### src/rtl/mp9_pkg.sv
package mp9_pkg;
    typedef enum logic [1:0] {
        RX_IDLE,
        RX_START,
        RX_BITS,
        RX_STOP
    } rx_state_t;

    localparam logic [1:0] REG_CTRL = 2'd0;
    localparam logic [1:0] REG_DATA = 2'd1;
    localparam logic [1:0] REG_NINE = 2'd2;
    localparam logic [1:0] REG_OWN  = 2'd3;

    localparam int CTRL_WAKE_BIT = 0;
    localparam int CTRL_FERR_BIT = 1;
endpackage

### src/rtl/mp9_rx_fsm.sv
module mp9_rx_fsm
    import mp9_pkg::*;
#(
    parameter int OSR    = 16,
    parameter int DATA_W = 8
) (
    input  logic              clk,
    input  logic              rst_n,
    input  logic              tick,
    input  logic              rxd_s,
    output logic              done,
    output logic [DATA_W-1:0] data,
    output logic              nine,
    output logic              stop_ok
);
    localparam int NBITS = DATA_W + 1;
    localparam int CNT_W = $clog2(OSR);
    localparam int IDX_W = $clog2(NBITS + 1);
    localparam logic [CNT_W-1:0] MID  = CNT_W'(OSR / 2 - 1);
    localparam logic [CNT_W-1:0] LAST = CNT_W'(OSR - 1);
    localparam logic [IDX_W-1:0] LAST_IDX = IDX_W'(NBITS - 1);

    rx_state_t state_q, state_d;
    logic [CNT_W-1:0] cnt_q;
    logic [IDX_W-1:0] idx_q;
    logic [NBITS-1:0] shift_q;
    logic             prev_q;

    // state register
    always_ff @(posedge clk or negedge rst_n) begin
        if (!rst_n) state_q <= RX_IDLE;
        else        state_q <= state_d;
    end

    // transitions
    always_comb begin
        state_d = state_q;
        if (tick) begin
            unique case (state_q)
                RX_IDLE:  if (prev_q && !rxd_s) state_d = RX_START;
                RX_START: if (cnt_q == MID) state_d = rxd_s ? RX_IDLE : RX_BITS;
                RX_BITS:  if (cnt_q == LAST && idx_q == LAST_IDX) state_d = RX_STOP;
                RX_STOP:  if (cnt_q == LAST) state_d = RX_IDLE;
                default:  state_d = RX_IDLE;
            endcase
        end
    end

    // counters, shifter and frame outputs
    always_ff @(posedge clk or negedge rst_n) begin
        if (!rst_n) begin
            cnt_q   <= '0;
            idx_q   <= '0;
            shift_q <= '0;
            prev_q  <= 1'b0;
            done    <= 1'b0;
            stop_ok <= 1'b0;
        end else begin
            done <= 1'b0;
            if (tick) begin
                prev_q <= rxd_s;
                unique case (state_q)
                    RX_IDLE: begin
                        cnt_q <= '0;
                        idx_q <= '0;
                    end
                    RX_START: begin
                        cnt_q <= (cnt_q == MID) ? '0 : cnt_q + 1'b1;
                        idx_q <= '0;
                    end
                    RX_BITS: begin
                        if (cnt_q == LAST) begin
                            cnt_q   <= '0;
                            shift_q <= {rxd_s, shift_q[NBITS-1:1]};
                            idx_q   <= idx_q + 1'b1;
                        end else begin
                            cnt_q <= cnt_q + 1'b1;
                        end
                    end
                    RX_STOP: begin
                        if (cnt_q == LAST) begin
                            cnt_q   <= '0;
                            done    <= 1'b1;
                            stop_ok <= rxd_s;
                        end else begin
                            cnt_q <= cnt_q + 1'b1;
                        end
                    end
                    default: cnt_q <= '0;
                endcase
            end
        end
    end

    assign data = shift_q[DATA_W-1:0];
    assign nine = shift_q[NBITS-1];
endmodule

### src/rtl/mp9_wake_gate.sv
module mp9_wake_gate #(
    parameter int DATA_W = 8
) (
    input  logic              clk,
    input  logic              rst_n,
    input  logic              done,
    input  logic [DATA_W-1:0] data,
    input  logic              nine,
    input  logic              stop_ok,
    input  logic [DATA_W-1:0] own_code,
    input  logic              ctrl_wr,
    input  logic              wr_wake,
    input  logic              wr_ferr_clr,
    output logic              accept,
    output logic              wake,
    output logic              ferr,
    output logic              irq
);
    logic good, match, wake_clr;

    always_comb begin
        good     = done && stop_ok;
        match    = nine && (data == own_code);
        accept   = good && (!wake || match);
        wake_clr = good && wake && match;
    end

    always_ff @(posedge clk or negedge rst_n) begin
        if (!rst_n) begin
            wake <= 1'b0;
            ferr <= 1'b0;
            irq  <= 1'b0;
        end else begin
            irq <= accept;
            if (ctrl_wr)       wake <= wr_wake;
            else if (wake_clr) wake <= 1'b0;
            if (done && !stop_ok)         ferr <= 1'b1;
            else if (ctrl_wr && wr_ferr_clr) ferr <= 1'b0;
        end
    end
endmodule

### src/rtl/mp9_uart_rx.sv
module mp9_uart_rx
    import mp9_pkg::*;
#(
    parameter int OSR         = 16,
    parameter int DATA_W      = 8,
    parameter int SYNC_STAGES = 2
) (
    input  logic              clk,
    input  logic              rst_n,
    input  logic              tick16,
    input  logic              rxd,
    input  logic              wr_en,
    input  logic [1:0]        wr_addr,
    input  logic [DATA_W-1:0] wr_data,
    input  logic [1:0]        rd_addr,
    output logic [DATA_W-1:0] rd_data,
    output logic              rx_irq,
    output logic              frame_err
);
    logic [SYNC_STAGES-1:0] sync_q;
    logic                   rxd_s;

    generate
        if (SYNC_STAGES == 1) begin : g_sync1
            always_ff @(posedge clk or negedge rst_n) begin
                if (!rst_n) sync_q <= '1;
                else        sync_q <= rxd;
            end
        end else begin : g_syncn
            always_ff @(posedge clk or negedge rst_n) begin
                if (!rst_n) sync_q <= '1;
                else        sync_q <= {sync_q[SYNC_STAGES-2:0], rxd};
            end
        end
    endgenerate
    assign rxd_s = sync_q[SYNC_STAGES-1];

    logic              fr_done, fr_nine, fr_stop_ok;
    logic [DATA_W-1:0] fr_data;

    mp9_rx_fsm #(.OSR(OSR), .DATA_W(DATA_W)) u_fsm (
        .clk     (clk),
        .rst_n   (rst_n),
        .tick    (tick16),
        .rxd_s   (rxd_s),
        .done    (fr_done),
        .data    (fr_data),
        .nine    (fr_nine),
        .stop_ok (fr_stop_ok)
    );

    logic              ctrl_wr, own_wr, accept, wake_q;
    logic [DATA_W-1:0] data_q, own_q;
    logic              nine_q;

    assign ctrl_wr = wr_en && (wr_addr == REG_CTRL);
    assign own_wr  = wr_en && (wr_addr == REG_OWN);

    mp9_wake_gate #(.DATA_W(DATA_W)) u_gate (
        .clk         (clk),
        .rst_n       (rst_n),
        .done        (fr_done),
        .data        (fr_data),
        .nine        (fr_nine),
        .stop_ok     (fr_stop_ok),
        .own_code    (own_q),
        .ctrl_wr     (ctrl_wr),
        .wr_wake     (wr_data[CTRL_WAKE_BIT]),
        .wr_ferr_clr (wr_data[CTRL_FERR_BIT]),
        .accept      (accept),
        .wake        (wake_q),
        .ferr        (frame_err),
        .irq         (rx_irq)
    );

    always_ff @(posedge clk or negedge rst_n) begin
        if (!rst_n) begin
            data_q <= '0;
            nine_q <= 1'b0;
            own_q  <= '0;
        end else begin
            if (accept) begin
                data_q <= fr_data;
                nine_q <= fr_nine;
            end
            if (own_wr) own_q <= wr_data;
        end
    end

    always_comb begin
        rd_data = '0;
        unique case (rd_addr)
            REG_CTRL: begin
                rd_data[CTRL_WAKE_BIT] = wake_q;
                rd_data[CTRL_FERR_BIT] = frame_err;
            end
            REG_DATA: rd_data = data_q;
            REG_NINE: rd_data[0] = nine_q;
            REG_OWN:  rd_data = own_q;
            default:  rd_data = '0;
        endcase
    end
endmodule

### config.mk
export PLATFORM = sky130hd
export DESIGN_NAME = mp9_uart_rx
export DESIGN_NICKNAME = d
export VERILOG_FILES = /design/src/rtl/mp9_pkg.sv /design/src/rtl/mp9_rx_fsm.sv /design/src/rtl/mp9_wake_gate.sv /design/src/rtl/mp9_uart_rx.sv
export SDC_FILE = /design/constraint.sdc
export NUM_CORES = 1
export LEC_CHECK = 0
export BUFFER_PORTS_ARGS = -buffer_cell sky130_fd_sc_hd__buf_4
export CAP_MARGIN = 15
export CORE_ASPECT_RATIO = 1.5
export CORE_MARGIN = 1.5
export CORE_UTILIZATION = 55
export DETAILED_ROUTE_END_ITERATION = 8
export PLACE_DENSITY = 0.76
export RECOVER_POWER = 50
export SYNTH_ARGS = -nofsm -noshare
export SYNTH_HDL_FRONTEND = slang
export SYNTH_SLANG_ARGS = --single-unit
export TNS_END_PERCENT = 20
### constraint.sdc
create_clock -name clk -period 2.1 [get_ports clk]
set_input_delay 0.315 -clock clk [delete_from_list [all_inputs] [get_ports clk]]
set_output_delay 0.315 -clock clk [all_outputs]
set_load 0.02 [all_outputs]
Word level (Yosys, flattened, before mapping)

Index checks and enable logic that the tools add are counted.

Register bits: 44
Bits of input ports: 17
Output and inout port bits: 10
Word-level logic and storage cells: 80

$add $sub $neg: 2
Equal/unequal tests: 16
Mux-type cells: 21
Reduce and logical (&&, ||, !) cells: 27

Operators with widths:

| cell                  | number |
|---|---|
| $mux W4               | 3 |
| $pmux W4 S3           | 1 |
| $pmux W6 S2           | 1 |
| $logic_and A1 B1 Y1   | 11 |
| $eq A2 B2 Y1 const B  | 5 |
| $mux W2               | 5 |
| $ne A2 B1 Y1 const B  | 5 |
| $reduce_and A3 Y1     | 3 |
| $add A4 B1 Y4 const B | 2 |
| $eq A4 B4 Y1 const B  | 2 |
| $eq A8 B8 Y1          | 1 |
| $pmux W2 S4           | 1 |
| $pmux W4 S2           | 1 |
| $mux W1               | 7 |
| $logic_not A2 Y1      | 3 |
| $reduce_bool A2 Y1    | 3 |
| $reduce_and A5 Y1     | 1 |
| $eq A2 B1 Y1 const B  | 2 |
| $eq A4 B3 Y1 const B  | 1 |
| $pmux W1 S4           | 1 |
| $reduce_or A2 Y1      | 2 |
| $logic_not A1 Y1      | 3 |
| $pmux W1 S3           | 1 |
| $logic_or A1 B1 Y1    | 1 |

Depth between registers and ports, before layout

Gate-level depths: netlist of run 1.

Depth in word-level cells: 5
Mapped depth: 6
Depth with buffers taken out: 5

Cells and area by module

Synthesis of run 1 repeated with hierarchy kept, for this count alone.

Cells, all modules: 170
Area, all modules: 2143.3 µm²

Modules (own cells, without submodules):

| module        | times used | cells each | area each (µm²) | sequential area each (µm²) |
|---|---|---|---|---|
| mp9_rx_fsm    | 1          | 90         | 1082.3          | 550.5 |
| mp9_uart_rx   | 1          | 57         | 848.3           | 478.0 |
| mp9_wake_gate | 1          | 23         | 212.7           | 75.1 |

Worst setup path after synthesis of run 1

Ideal clock, no wire load.

Path type: register to register
Start point: register u_fsm.cnt_q[0]
End point: register u_fsm.shift_q[6]
Library setup time: 125 ps
Arrival: 1549 ps
Data required time: 1975 ps
Slack: 426 ps
Cell stages (with the launch flop): 7
Path buffers: 1
Clock period less this slack: 1674 ps
Path through: dfrtp_1 > ha_1 > and4_1 > nand2_1 > nor2_1 > buf_2 > mux2_2

Cells in the longest elaborated chain, start to end: 2

RTL lines:

| what                        | RTL line         | RTL |
|---|---|---|
| start: declaration          | mp9_rx_fsm.sv:24 | `logic [CNT_W-1:0] cnt_q;` |
| start signal: assignment    | mp9_rx_fsm.sv:68 | `cnt_q <= (cnt_q == MID) ? '0 : cnt_q + 1'b1;` |
| start signal: assignment    | mp9_rx_fsm.sv:77 | `cnt_q <= cnt_q + 1'b1;` |
| start signal: assignment    | mp9_rx_fsm.sv:86 | `cnt_q <= cnt_q + 1'b1;` |
| $eq A4 B4 Y1                | mp9_rx_fsm.sv:72 | `if (cnt_q == LAST) begin` |
| $reduce_and A3 Y1 (no line) | -                |  |
| end signal: assignment      | mp9_rx_fsm.sv:74 | `shift_q <= {rxd_s, shift_q[NBITS-1:1]};` |
| end: declaration            | mp9_rx_fsm.sv:26 | `logic [NBITS-1:0] shift_q;` |

No other way between the ends.
A chain may end at the register's enable or synchronous reset.

Final worst setup path of run 1

Start point: register u_fsm.cnt_q[0]
End point: register u_fsm.shift_q[4]

Same word-level chain as after synthesis.

==> results of run 1 <==
[cell type report]
class | count | area, um2
Timing Repair Buffer | 28 | 203.9
Multi-Input combinational cell | 116 | 1013
Sequential cell | 44 | 1104
Fill cell | 290 | 1252
Tap cell | 43 | 53.80
Clock inverter | 1 | 5.005
Inverter | 11 | 41.29
Clock buffer | 7 | 76.32
[metrics by stage]
| step | setup slack, ps | cells | power [mW] |
|---|---|---|---|
| global route | 204.9 | 250 | 2.199 |
| detailed placement | 353.4 | 242 | 1.587 |
| finish | 333.8 | 250 | 2.063 |
| floorplan | 426.3 | 179 | 1.426 |
| CTS | 341.7 | 250 | 2.082 |
| global placement | 382.2 | 242 | 1.552 |
[worst register-to-register path, cell delays in order (launching register included)]
cell and delay [ps]:
dfrtp_1 430, ha_1 270, and4_1 260, nand2_1 60
nor2_1 80, buf_4 200, mux2_1 340
[sequential cells by signal, indices dropped and copies added, names as in the netlist, 2 cells and up, named ones only]
| signal | count |
|---|---|
| data_q | 8 |
| own_q | 8 |
| sync_q | 2 |
| u_fsm.cnt_q | 4 |
| u_fsm.idx_q | 4 |
| u_fsm.shift_q | 9 |
[how the worst max path moves through the flow]
stage | cells past startpoint | startpoint | end | slack (ps)
floorplan | 6 | u_fsm.cnt_q[0] | u_fsm.shift_q[6] | 430
global placement | 6 | u_fsm.cnt_q[0] | u_fsm.shift_q[1] | 380
detailed placement | 6 | u_fsm.cnt_q[0] | u_fsm.shift_q[4] | 350
CTS | 6 | u_fsm.cnt_q[0] | u_fsm.shift_q[4] | 340
global route | 6 | u_fsm.cnt_q[0] | u_fsm.shift_q[1] | 200
finish | 6 | u_fsm.cnt_q[0] | u_fsm.shift_q[4] | 330
[power groups by stage]
stage | registers (mW) | logic [mW] | clock network, mW
after floorplan | 1.04 | 0.383 | 0
final | 1.11 | 0.459 | 0.499
after global placement | 1.11 | 0.441 | 0
after detailed placement | 1.12 | 0.467 | 0
after global routing | 1.13 | 0.524 | 0.548
after CTS | 1.10 | 0.467 | 0.511
[cell families (layout without fill, tap and decap cells)]
| family | Yosys count | in the layout |
|---|---|---|
| fa+ha+maj | 3 | 3 |
| buf+inv | 19 | 47 |
| mux | 39 | 39 |
| xor+xnor | 8 | 8 |
| compound gates | 23 | 23 |
| flops | 44 | 44 |
| simple gates | 43 | 43 |
[cells in the final DEF, fill, tap and decap left out, types with 2 or more instances in the layout]
| cell type | count |
|---|---|
| a21oi_1 | 2 |
| o21ai_0 | 7 |
| nor2b_1 | 8 |
| mux2i_1 | 8 |
| nand4_1 | 2 |
| ha_1 | 3 |
| nor2_1 | 4 |
| clkbuf_1 | 3 |
| a31oi_1 | 3 |
| o22ai_1 | 5 |
| a22o_1 | 2 |
| mux2_4 | 9 |
| clkbuf_8 | 5 |
| and4_1 | 2 |
| nand2_1 | 8 |
| buf_4 | 25 |
| mux2_2 | 15 |
| mux2_1 | 6 |
| nand3_1 | 5 |
| and3_1 | 4 |
| nor3b_1 | 4 |
| inv_1 | 10 |
| xor2_1 | 8 |
| dfrtp_1 | 42 |
[routing by layer]
layer / vias up / GRT usage, %
met3: 7 / 3.903
met1: 710 / 23.62
met5: - / 0
li1: 689 / -
met2: 24 / 39.52
met4: 0 / 9.750
==> impl.org, run 1 <==
** Status
- Outcome :: finished, final reports clean

** Synthesis
- After synthesis, the largest family of logic cells by area is multiplexers.
- Cells taking the most area after synthesis :: dfrtp_1 (48%), mux2_2 (7.7%), mux2_4 (6.2%), mux2i_1 (3.7%), xor2_1 (3.2%)
- Most frequent cells after synthesis :: dfrtp_1 (42), mux2_2 (15), inv_1 (10)
- Avg Inst Size Synth :: 12.24 um2
- Sequential share of the synthesized area :: 50.37%
- Of the total synthesized cell area, the portion taken by AND, OR, NAND and NOR gates is 12.34%.
- Cell type with the largest total area after synthesis :: dfrtp_1
- Summing the areas of all fa, ha and maj instances in the mapped netlist gives 1.713% of the synthesized area.
- Number of flip-flops and latches in the synthesized netlist :: 44
- Mapped Area :: 2191 um2
- The cell count after synthesis came out at 179.
- Of the post-synthesis cell area, the part taken by muxes is 21.64%.
- Number of synthesis warnings :: 0
- Yosys mapped the design onto 36 distinct sky130hd cell types.
- Xor and xnor fraction of the mapped netlist area :: 3.198%
- The synthesized netlist devotes 7.367% of its cell area to compound gates.
- The synthesized design devotes to its leading area cell type 47.97% of total area.
- By instance count, the leading cell after synthesis is dfrtp_1.
- Counting flops with a built-in enable in the synthesized netlist gives 0.
- The number of nets in the synthesized netlist is 199.
- Prevailing post-synth register cell :: dfrtp_1
- In the synthesized netlist the async set-or-reset flop fraction comes to 100.0%.

** Setup path
- In this run the critical register-to-register path is captured at u_fsm.shift_q[4].
- The critical path goes through ha_1 > and4_1 > nand2_1 > nor2_1 > buf_4 > mux2_1.
- The number of buffers and inverters on the critical path is 1.
- In this run the worst path has a maximum fanout of 11.
- Worst R2R Start :: u_fsm.cnt_q[0]
- For this design, the slowest cell found on the critical path is dfrtp_1.
- Worst-case register-to-register setup slack :: 330 ps
- STA classifies the critical path startpoint as a flip-flop.
- The largest single stage delay on the critical path is 430 ps.
- Data on the critical path arrives at its endpoint at 1930 ps.
- The worst setup path is captured at a flip-flop.
- The setup path with the least slack is of type reg -> reg.
- Required @ worst endpoint :: 2270 ps
- Length in cells of the worst reg-to-reg path :: 6
- Crit-path leading delay family :: flip-flops

** Clocking
- Clock-pin slew was measured on the worst setup and hold paths at 70 ps.
- The later pin in the worst-skew pair is clocked with a latency of 290 ps.
- Counting the buffers created by CTS gives 5.
- The cell sitting at the root of the clock tree is a clkbuf_8.
- TritonCTS built the clock tree.
- Clock tree buffer depth :: 2
- Once the clock tree was built, the setup fixing pass inserted 0 buffers.
- Clk sink count :: 44
- In this run the number of H-tree levels came out at 2.
- Total of cells resized after clock tree synthesis :: 0
- Number of buffers added to fix hold violations after cts :: 0

** STA
- The worst pin sits at a relative slew slack of 29.47%.
- The final hold violation count came to 0.
- Based on the critical path, the design can be clocked at up to 566.2 MHz.
- Clock skew :: 9.398 ps
- Final hold analysis gives a worst-case slack of 133.0 ps.
- Time the final worst path needs with I/O delays and setup :: 1766 ps
- The max-slew violation count was 0.
- Dividing the final minimum period by the clock period gives 84.10%.
- Total setup violations reported at the end of the flow :: 0
- RSZ-0062 raised after global routing :: no
- Transition time at the pin with the least slew margin :: 1058 ps
- Setup total negative slack on the finished layout was measured at 0 ps.

** Pwr
- Power per standard cell area :: 826.2 nW/um2
- Summed over all nets, the switching power comes to 0.6437 mW.
- In this run the static leakage power is 1.243 nW.
- The clock network is responsible for 24.2% of the overall power.
- Internal power comes to 1.420 mW.
- In this run switching power makes up 31.20% of total power.
- Combinational logic burns 22.2% of the power.
- Worst IR drop on VDD :: 0.6613 mV
- Sequential group share of total power :: 53.6%

** Floorplan
- Die extent in x :: 54.53 um
- Top Ports :: 27
- Starting utilization of the core area :: 58.43%
- The floorplan step defined a die boundary enclosing 4379 um2.
- Placeable core area :: 3750 um2
- From bottom edge to top edge, the die measures 80.30 um.
- Site row count :: 27

** Global routing
- The via count of the first global-routing pass is 1427.
- Entering global routing, the biggest net connects 45 pins.
- The number of antenna violations at the first check in global routing came to 0.
- Across every metal layer, demand over resource in global routing totals 21.91%.
- Summed over all layers, the global routing overflow is 0.
- The first global-routing pass estimated 6762 um of wire.

** Drt
- Across all layers, the routed design uses 1430 vias.
- Uppermost metal layer occupied by signal nets :: met4
- Wire length reported by the detailed router :: 4135 um
- After detailed routing, the wire length on met1 is 1672 um.
- Met3 wirelength from detailed routing :: 96 um
- Detailed-router iteration count before antenna repair :: 4
- Met2 wire length :: 2290 um
- Post-detailed-route count of antenna-violating nets :: 0
- After detailed routing, the number of remaining DRC violations is 0.
- Avg WL per Cell :: 16.54 um
- Dividing the detail-routed via count by the number of cells gives 5.720.
- Initial detailed-routing violation count :: 19

** Placed design
- HPWL reported at the end of detailed placement :: 3052 um
- Input and output buffers added on the ports amount to 26.
- At the end of routability-driven placement, the weighted congestion stood at 0.7559.
- In this run the cell area measured after placement is 2422 um2.

** Job
- Across the run, the number of max-cap violations was 0.

** Finish
- Post-layout nets :: 226
- 0 antenna diodes ended up in the layout.
- Cells fill 66.60% of the core in the end.
- Final std cell area, no fill :: 2497 um2
- Share of post-route cells with drive strength above 1 :: 30.43%
- Synthesis-to-layout area growth :: 13.99%

** Min path
- Cell count of the worst hold path :: 1
- Hold path startpoint :: rxd
- The worst hold path terminates at sync_q[0].
- Class of the most critical hold timing path :: in -> reg
No activity file was read; power rests on OpenSTA's default activity.
==> run 2, diff against run 1 <==
--- a/config.mk
+++ b/config.mk
@@ -5,13 +5,14 @@
 export SDC_FILE = /design/constraint.sdc
 export NUM_CORES = 1
 export LEC_CHECK = 0
+export ABC_AREA = 1
 export BUFFER_PORTS_ARGS = -buffer_cell sky130_fd_sc_hd__buf_4
 export CAP_MARGIN = 15
 export CORE_ASPECT_RATIO = 1.5
 export CORE_MARGIN = 1.5
-export CORE_UTILIZATION = 55
+export CORE_UTILIZATION = 51
 export DETAILED_ROUTE_END_ITERATION = 8
-export PLACE_DENSITY = 0.76
+export PLACE_DENSITY = 0.74
 export RECOVER_POWER = 50
 export SYNTH_ARGS = -nofsm -noshare
 export SYNTH_HDL_FRONTEND = slang
==> constraint.sdc (replaced) <==
create_clock -name clk -period 1.5 [get_ports clk]
set_input_delay 0.225 -clock clk [delete_from_list [all_inputs] [get_ports clk]]
set_output_delay 0.225 -clock clk [all_outputs]
set_load 0.02 [all_outputs]
==> run 2 against run 1 <==
Effect of this change:
- largest power group unchanged
- core utilization fell by 3.9 points
- hold slack worse by 100 ps
- global-route usage down 1.4 points
- die area rose by 5.0%
- first-iteration DRC count up 140%
- register-to-register slack worse by 250 ps
- combinational power is 42% higher
- sequential share of layout area is 0.088 points lower
==> impl.org, run 2 <==
** STA
- Worst hold slack :: 32.31 ps
- RSZ-0062 raised after global routing :: yes
- Measured against its own limit, the worst slew margin works out to 35.43%.
- Setup total negative slack on the finished layout was measured at 0 ps.
- Time the final worst path needs with I/O delays and setup :: 1418 ps
- Clock skew :: 9.909 ps
- Hold violation count in the final report :: 0
- In the finished design, the share of the clock period the worst path needs comes to 94.56%.
- Timing-limited maximum frequency :: 705.0 MHz
- Final Max Tran Viols :: 0
- At the pin with the least slew margin, the transition time is 968.6 ps.
- Setup violations remaining at the end of the flow were counted as 0.

** Synthesis
- Mapped Area :: 2138 um2
- In the synthesized netlist the dominant register cell turns out to be dfrtp_1.
- Number of synthesis warnings :: 0
- Fraction of synthesized area in multiplexers :: 0%
- Avg Inst Size Synth :: 8.353 um2
- The commonest cells after synthesis are nand2_1 (80), dfrtp_1 (42), inv_1 (26), o21ai_0 (26).
- Count of mapped cells out of synthesis :: 256
- Among all cell types in the netlist, the one instantiated most often is nand2_1.
- Synthesis produced a netlist with a net count of 276.
- By area the synthesized netlist is led by dfrtp_1 (49%), nand2_1 (14%), o21ai_0 (6.1%), inv_1 (4.6%), nand3_1 (3.7%).
- Summing the areas of all compound-gate instances in the mapped netlist gives 12.05% of the synthesized area.
- Simple-gate share of the synthesized area :: 26.16%
- The netlist uses 31 different library cells.
- Sequential share of the synthesized area :: 51.61%
- Share of the synthesized area in the top cell type :: 49.15%
- Synth Area in Adders :: 1.755%
- After synthesis, the largest family of logic cells by area is simple AND/OR/NAND/NOR gates.
- Number of synthesized flops with an enable pin :: 0
- Cell type with the largest total area after synthesis :: dfrtp_1
- Number of flip-flops and latches in the synthesized netlist :: 44
- Ys async rst share :: 100.0%
- Xor and xnor fraction of the mapped netlist area :: 0.8192%

** Placed design
- Routability-driven placement finished with a final weighted congestion of 0.8166.
- HPWL reported at the end of detailed placement :: 3249 um
- Count of placed standard cells including taps :: 327
- Port buffering added 26 buffers.

** Drt
- Wire length reported by the detailed router :: 4331 um
- Post-detailed-route count of antenna-violating nets :: 0
- The detailed router placed 1743 vias in this run.
- For this block, the initial DRC count from the detailed router was 45.
- The first detailed-routing pass took 4 iterations.
- Dividing the detail-routed wire length by the instance count gives 12.89 um.
- After detailed routing, the number of vias per cell comes to 5.188.
- Drc violations :: 0

** Setup path
- The worst setup path is captured at a flip-flop.
- Along the worst path, the maximum fanout reaches 4.
- In this design, the stage delay of the slowest critical-path cell is 410 ps.
- Critical-path cell with the highest stage delay :: dfrtp_1
- Critical Setup Path Class :: reg -> reg
- Required @ worst endpoint :: 1740 ps
- STA classifies the critical path startpoint as a flip-flop.
- Most Frequent Cell on Critical Path :: nand2_1
- STA puts the critical path data arrival time at 1660 ps.
- The signal on the critical path passes through ha_2 > nand2_1 > o21ai_1 > nand4_2 > or2_0 > nand2_1.

** Floorplan
- Die extent in x :: 55.87 um
- The die covers 4598 um2.
- Top Ports :: 27
- Placeable core area :: 3994 um2
- Site row count :: 28
- Die H :: 82.31 um
- Starting utilization of the core area :: 53.54%

** Finish
- The number of antenna diodes in the final layout is 0.
- Layout Utilization :: 62.66%
- Leaving out fill and tap cells, the most frequent cell in the layout is nand2_1.
- Leaving out fill and tap cells, the most frequent cells in the layout are nand2_1 (80), dfrtp_1 (42), buf_4 (28).
- At the end of the flow, the number of nets in the layout was 310.
- In the final layout, the registers with the most flip-flops are u_fsm.shift_q (9), data_q (8), own_q (8).
- In the final layout, the share of cells above drive strength 1 is 20.27%.
- Number of flip-flops under the largest register name :: 9
- Compared with the post-synthesis result, the final layout area differs by 17.03%.
- The finished layout holds 336 standard cells, fillers aside.
- More flip-flops sit in one register than any other, and that register is u_fsm.shift_q.

** Clocking
- Clk sink count :: 44
- Buffers inserted during clock tree synthesis total 5.
- Clock transition at the registers of the reported paths :: 80 ps
- The cell sitting at the root of the clock tree is a clkbuf_8.
- Clock latency on the worst-skew pair, taken at its later pin, is 300 ps.
- Clock tree buffer depth :: 2
- Clock tree from TritonCTS :: done
- Count of buffers added by post-CTS timing repair for setup :: 0
- Depth of the CTS H-tree :: 2

** Global routing
- Remaining Overflow, GRT :: 0
- The via count of the first global-routing pass came to 1654.
- Global-route wire length before repair :: 7389 um
- Largest net degree at the start of global routing :: 45
- Global routing used 20.51% of the available tracks across all layers.
- Number of antenna violations at the first check in global routing :: 0

** Pwr
- IR analysis of the VDD net gives a maximum drop of 0.8771 mV.
- The analysis attributes to cell leakage a power of 1.249 nW.
- For this design the ratio of total power to cell area is 1148 nW/um2.

** Status
- Outcome :: finished, final reports clean

** Job
- Max-cap violations :: 0

** Min path
- The worst hold path belongs to the class in -> reg.
run 2: area by class of cell:
cell class,instances,area (um2)
clock buffer,7,86.33
clock inverter,1,7.507
fill,366,1491
inverter,29,108.9
multi-input combinational,177,892.1
sequential,44,1104
tap,45,56.30
timing repair buffer,33,247.7
run 2: final timing paths:
kind / start / endpoint / slack (ps) / cells after the start
worst min-delay path: rxd / sync_q[0] / 30 / 1
min in group asynchronous: rst_n / u_gate.wake / 610 / 2
worst max-delay path: u_fsm.cnt_q[0] / flip-flop / 80 / 6
max in group asynchronous: rst_n / own_q[2] / 280 / 2
worst min register to register: sync_q[0] / sync_q[1] / 360 / 0
worst max register to register: u_fsm.cnt_q[0] / flip-flop / 80 / 6
run 2: power by group:
part	internal [mW]	total (mW)	leakage, nW	switching (mW)
Sequential	1.32	1.44	0.521	0.126
Clock	0.375	0.781	0.0445	0.407
Combinational	0.258	0.650	0.683	0.393
Total	1.95	2.87	1.25	0.926
run 2: cell families (layout without fill, tap and decap cells):
logic type	after synthesis	count (layout)
flip-flops	44	44
AO/OA/AOI/OAI	47	47
adder cells (fa/ha/maj)	3	3
AND/OR/NAND/NOR	125	125
buffers and inverters	35	70
XOR/XNOR	2	2
run 2: layer usage:
| layer | GRT usage (%) | part of all wire, % | vias to the layer above |
|---|---|---|---|
| li1 | - | - | 889 |
| met2 | 39.17 | 54 | 37 |
| met5 | 0 | 0 | - |
| met3 | 4.361 | 3.4 | 8 |
| met1 | 23.42 | 41 | 809 |
| met4 | 5.238 | 1.1 | 0 |
run 2: repair_timing:
item / 4_1_cts / 5_1_grt
hold endpoints to repair: 42 / 0
setup endpoints to repair: 0 / 22
resized for setup: 0 / 7
hold buffers: 1 / 0
run 2: critical path: cells and delay by family, from the launching register on:
family                   cells  cell delay [ps]
AO/OA/AOI/OAI                1              190
adder cells (fa/ha/maj)      1              240
flip-flops                   1              410
AND/OR/NAND/NOR              4              530
run 2: metrics by stage:
stage	setup slack (ps)	power, mW	instance area [um2]
2_1_floorplan	246.4	1.879	2138
3_5_place_dp	59.06	2.093	2381
5_1_grt	-5.449	3.024	2502
6_report	81.53	2.874	2502
3_3_place_gp	79.73	2.073	2381
4_1_cts	36.14	2.866	2485
==> run 3, diff against run 2 <==
==> constraint.sdc (replaced) <==
create_clock -name clk -period 1.5 [get_ports clk]
set_input_delay 0.075 -clock clk [delete_from_list [all_inputs] [get_ports clk]]
set_output_delay 0.075 -clock clk [all_outputs]
set_load 0.02 [all_outputs]
==> run 3 against run 2 <==
Effect of this change:
- first-iteration DRC count is 71% higher
- core utilization up 2.0 points
- count of clock-buffer cells in the layout shrank 2
- worst setup slack better by 15 ps
- combinational power up 7.8%
- via count increased by 3.9%
- non-clock buffer count up 6
- largest power group unchanged
==> impl.org, run 3 (synthesis results as in run 2) <==
** Global routing
- In this run the most used layer during global routing was met2.
- Global-route wire length before repair :: 7348 um
- Number of antenna violations at the first check in global routing :: 0
- Summed over all layers, the global routing overflow is 0.
- The via count of the first global-routing pass is 1679.
- Global routing met2 resource utilization :: 38.45%
- Met3 usage in global routing :: 5.452%
- For this run, global-route usage on met1 was measured as 22.35%.
- Largest net degree at the start of global routing :: 45
- Global routing used 21.00% of the available tracks across all layers.

** STA
- Measured against its own limit, the worst slew margin works out to 28.03%.
- Subtracting the final worst setup slack from the clock period gives 1403 ps.
- Timing-limited maximum frequency :: 712.7 MHz
- Worst hold slack :: 6.477 ps
- Total setup violations reported at the end of the flow :: 0
- Across the routed clock network, the largest skew measured is 8.173 ps.
- Hold violation count in the final report :: 0
- Of the available clock period, the critical path in the final layout requires 93.53%.
- Transition time at the pin with the least slew margin :: 1080 ps
- In the final timing run, aggregate negative setup slack is 0 ps.
- The max-slew violation count came to 0.
- Setup slack on the critical path of the routed design comes to 96.98 ps.

** Finish
- Most common cell after layout, fill and taps aside :: nand2_1
- Synthesis-to-layout area growth :: 20.71%
- Sequential cell area :: 1104 um2
- u_fsm.shift_q holds more flip-flops than any other register.
- Cells fill 64.63% of the core in the end.
- The library cells used most frequently in the layout, excluding fill and tap cells, are nand2_1 (80), dfrtp_1 (42), buf_4 (32).
- The register with the most flip-flops in the layout has 9 of them.
- Footprint of the multi-input gates :: 903.4 um2
- Final std cell area, no fill :: 2581 um2
- Registers with the most flip-flops :: u_fsm.shift_q (9), data_q (8), own_q (8)
- Number of fill cells :: 355
- Post-layout nets :: 317
- Cells with a size suffix above 1 make up 22.15% of the layout.
- Diode count :: 0
- Number of standard cells in the final layout excluding fillers :: 343

** Placed design
- HPWL reported at the end of detailed placement :: 3289 um
- At the placement stage, the worst setup path has a slack of 54.83 ps.
- The placed instances occupy a cell area of 2381 um2.
- In this run the tool buffered the top-level ports with 26 buffer cells.
- Counting tap cells, the placed design contains a total of 327 instances.
- Routability-driven placement finished with a final weighted congestion of 0.8020.

** Pwr
- Summed over all cells, the static leakage comes to 1.291 nW.
- Power spread over the standard cell area amounts to 1189 nW/um2.
- IR analysis of the VDD net gives a maximum drop of 1.141 mV.
- The completed layout was analyzed and its total power is 3.068 mW.

** Setup path
- Cell-by-cell listing of the critical path :: ha_1 > nand2_1 > o21ai_2 > nand4_2 > o21ai_0 > nand2_1
- Critical Setup Path Class :: reg -> reg
- Of all nets on the critical path, the largest fanout is 4.
- Critical-path cell with the highest stage delay :: dfrtp_1
- Crit-path leading delay family :: flip-flops
- Most Frequent Cell on Critical Path :: nand2_1
- Tracing the worst setup path back leads to its startpoint at u_fsm.cnt_q[0].
- STA puts the critical path data required time at 1690 ps.
- Data on the critical path arrives at its endpoint at 1600 ps.
- Delay contributed by the slowest stage of the critical path :: 410 ps
- Count of buffering cells on the critical path with inverters included :: 0
- The worst register-to-register path begins at u_fsm.cnt_q[0].
- The worst setup path is launched from a flip-flop.
- CP Capture Type :: flip-flop

** Drt
- Avg WL per Cell :: 13.31 um
- For this block, the via count after detailed routing is 1811.
- Via-to-Cell Ratio :: 5.280
- Wire length reported by the detailed router :: 4564 um
- Initial detailed-routing violation count :: 77
- For this run, the detailed router's first-pass iteration total came to 5.
- After detailed routing, the number of remaining DRC violations is 0.
- Post-detailed-route count of antenna-violating nets :: 0

** Clocking
- Latest clock arrival within the worst-skew pair :: 310 ps
- CTS Root Buffer Type :: clkbuf_8
- After clock tree synthesis, the clock-pin slew on the worst setup and hold paths is 90 ps.
- Counting along the longest clock path gives a buffer depth of 2.
- Clk sink count :: 44
- Number of buffers added by the clock tree synthesis step :: 5
- TritonCTS built the clock tree.
- Depth of the CTS H-tree :: 2

** Min path
- The path class of the tightest hold or removal check is in -> reg.
- Hold path startpoint :: wr_data[4]

** Status
- The flow ran to the end, and the final reports show no timing, DRC or antenna violations.

** Floorplan
- Placeable core area :: 3994 um2
- The die covers 4598 um2.
- Starting utilization of the core area :: 53.54%
- Die extent in x :: 55.87 um
- Site row count :: 28
- Top Ports :: 27
- The die is 82.31 um tall.

** Job
- Max-cap violations :: 0
run 3: cell types whose count changed in the layout (fill, tap and decap cells not counted), moves of 2 or more:
| cell | change |
|---|---|
| nand3_2 | +2 |
| buf_4 | +4 |
| o21ai_1 | -3 |
| o21ai_0 | +2 |
| dlygate4sd3_1 | +2 |
run 3: metal layers:
| layer | wire [um] | up-vias | share of wire, % |
|---|---|---|---|
| met5 | 0 | - | 0 |
| met4 | 97 | 0 | 2.1 |
| met3 | 145 | 10 | 3.2 |
| met2 | 2465 | 42 | 54 |
| met1 | 1855 | 860 | 41 |
| li1 | - | 899 | - |
run 3: worst paths after layout:
| check | cells after the start | slack [ps] | endpoint |
|---|---|---|---|
| max | 6 | 100 | flip-flop |
| min | 3 | 6 | own_q[4] |
| max reg2reg | 6 | 100 | flip-flop |
| min reg2reg | 0 | 360 | sync_q[1] |
| max in group asynchronous | 2 | 340 | u_fsm.cnt_q[3] |
| min in group asynchronous | 2 | 490 | u_gate.wake |
run 3: worst min-delay path: cells and delay by family:
family | cells | cell delay [ps]
AO/OA/AOI/OAI | 1 | 90
AND/OR/NAND/NOR | 1 | 30
buffers and inverters | 1 | 80
run 3: power by group:
group / switching, mW / leakage (nW) / total (mW) / internal, mW
sequential: 0.121 / 0.521 / 1.44 / 1.32
combinational: 0.408 / 0.716 / 0.701 / 0.293
clock: 0.437 / 0.0541 / 0.930 / 0.493
run 3: final cells by class:
| cell class | instances | area share [%] |
|---|---|---|
| timing repair buffer | 39 | 11.54 |
| inverter | 29 | 4.217 |
| clock inverter | 3 | 1.648 |
| sequential | 44 | 42.75 |
| multi-input combinational | 178 | 35.00 |
| clock buffer | 5 | 2.666 |
| tap | 45 | 2.181 |
run 3: repair_timing:
action | CTS | global route
setup endpoints to repair | 0 | 23
gates resized for setup | 0 | 6
hold buffers | 3 | 0
setup buffers | 0 | 4
hold endpoints to repair | 45 | 0
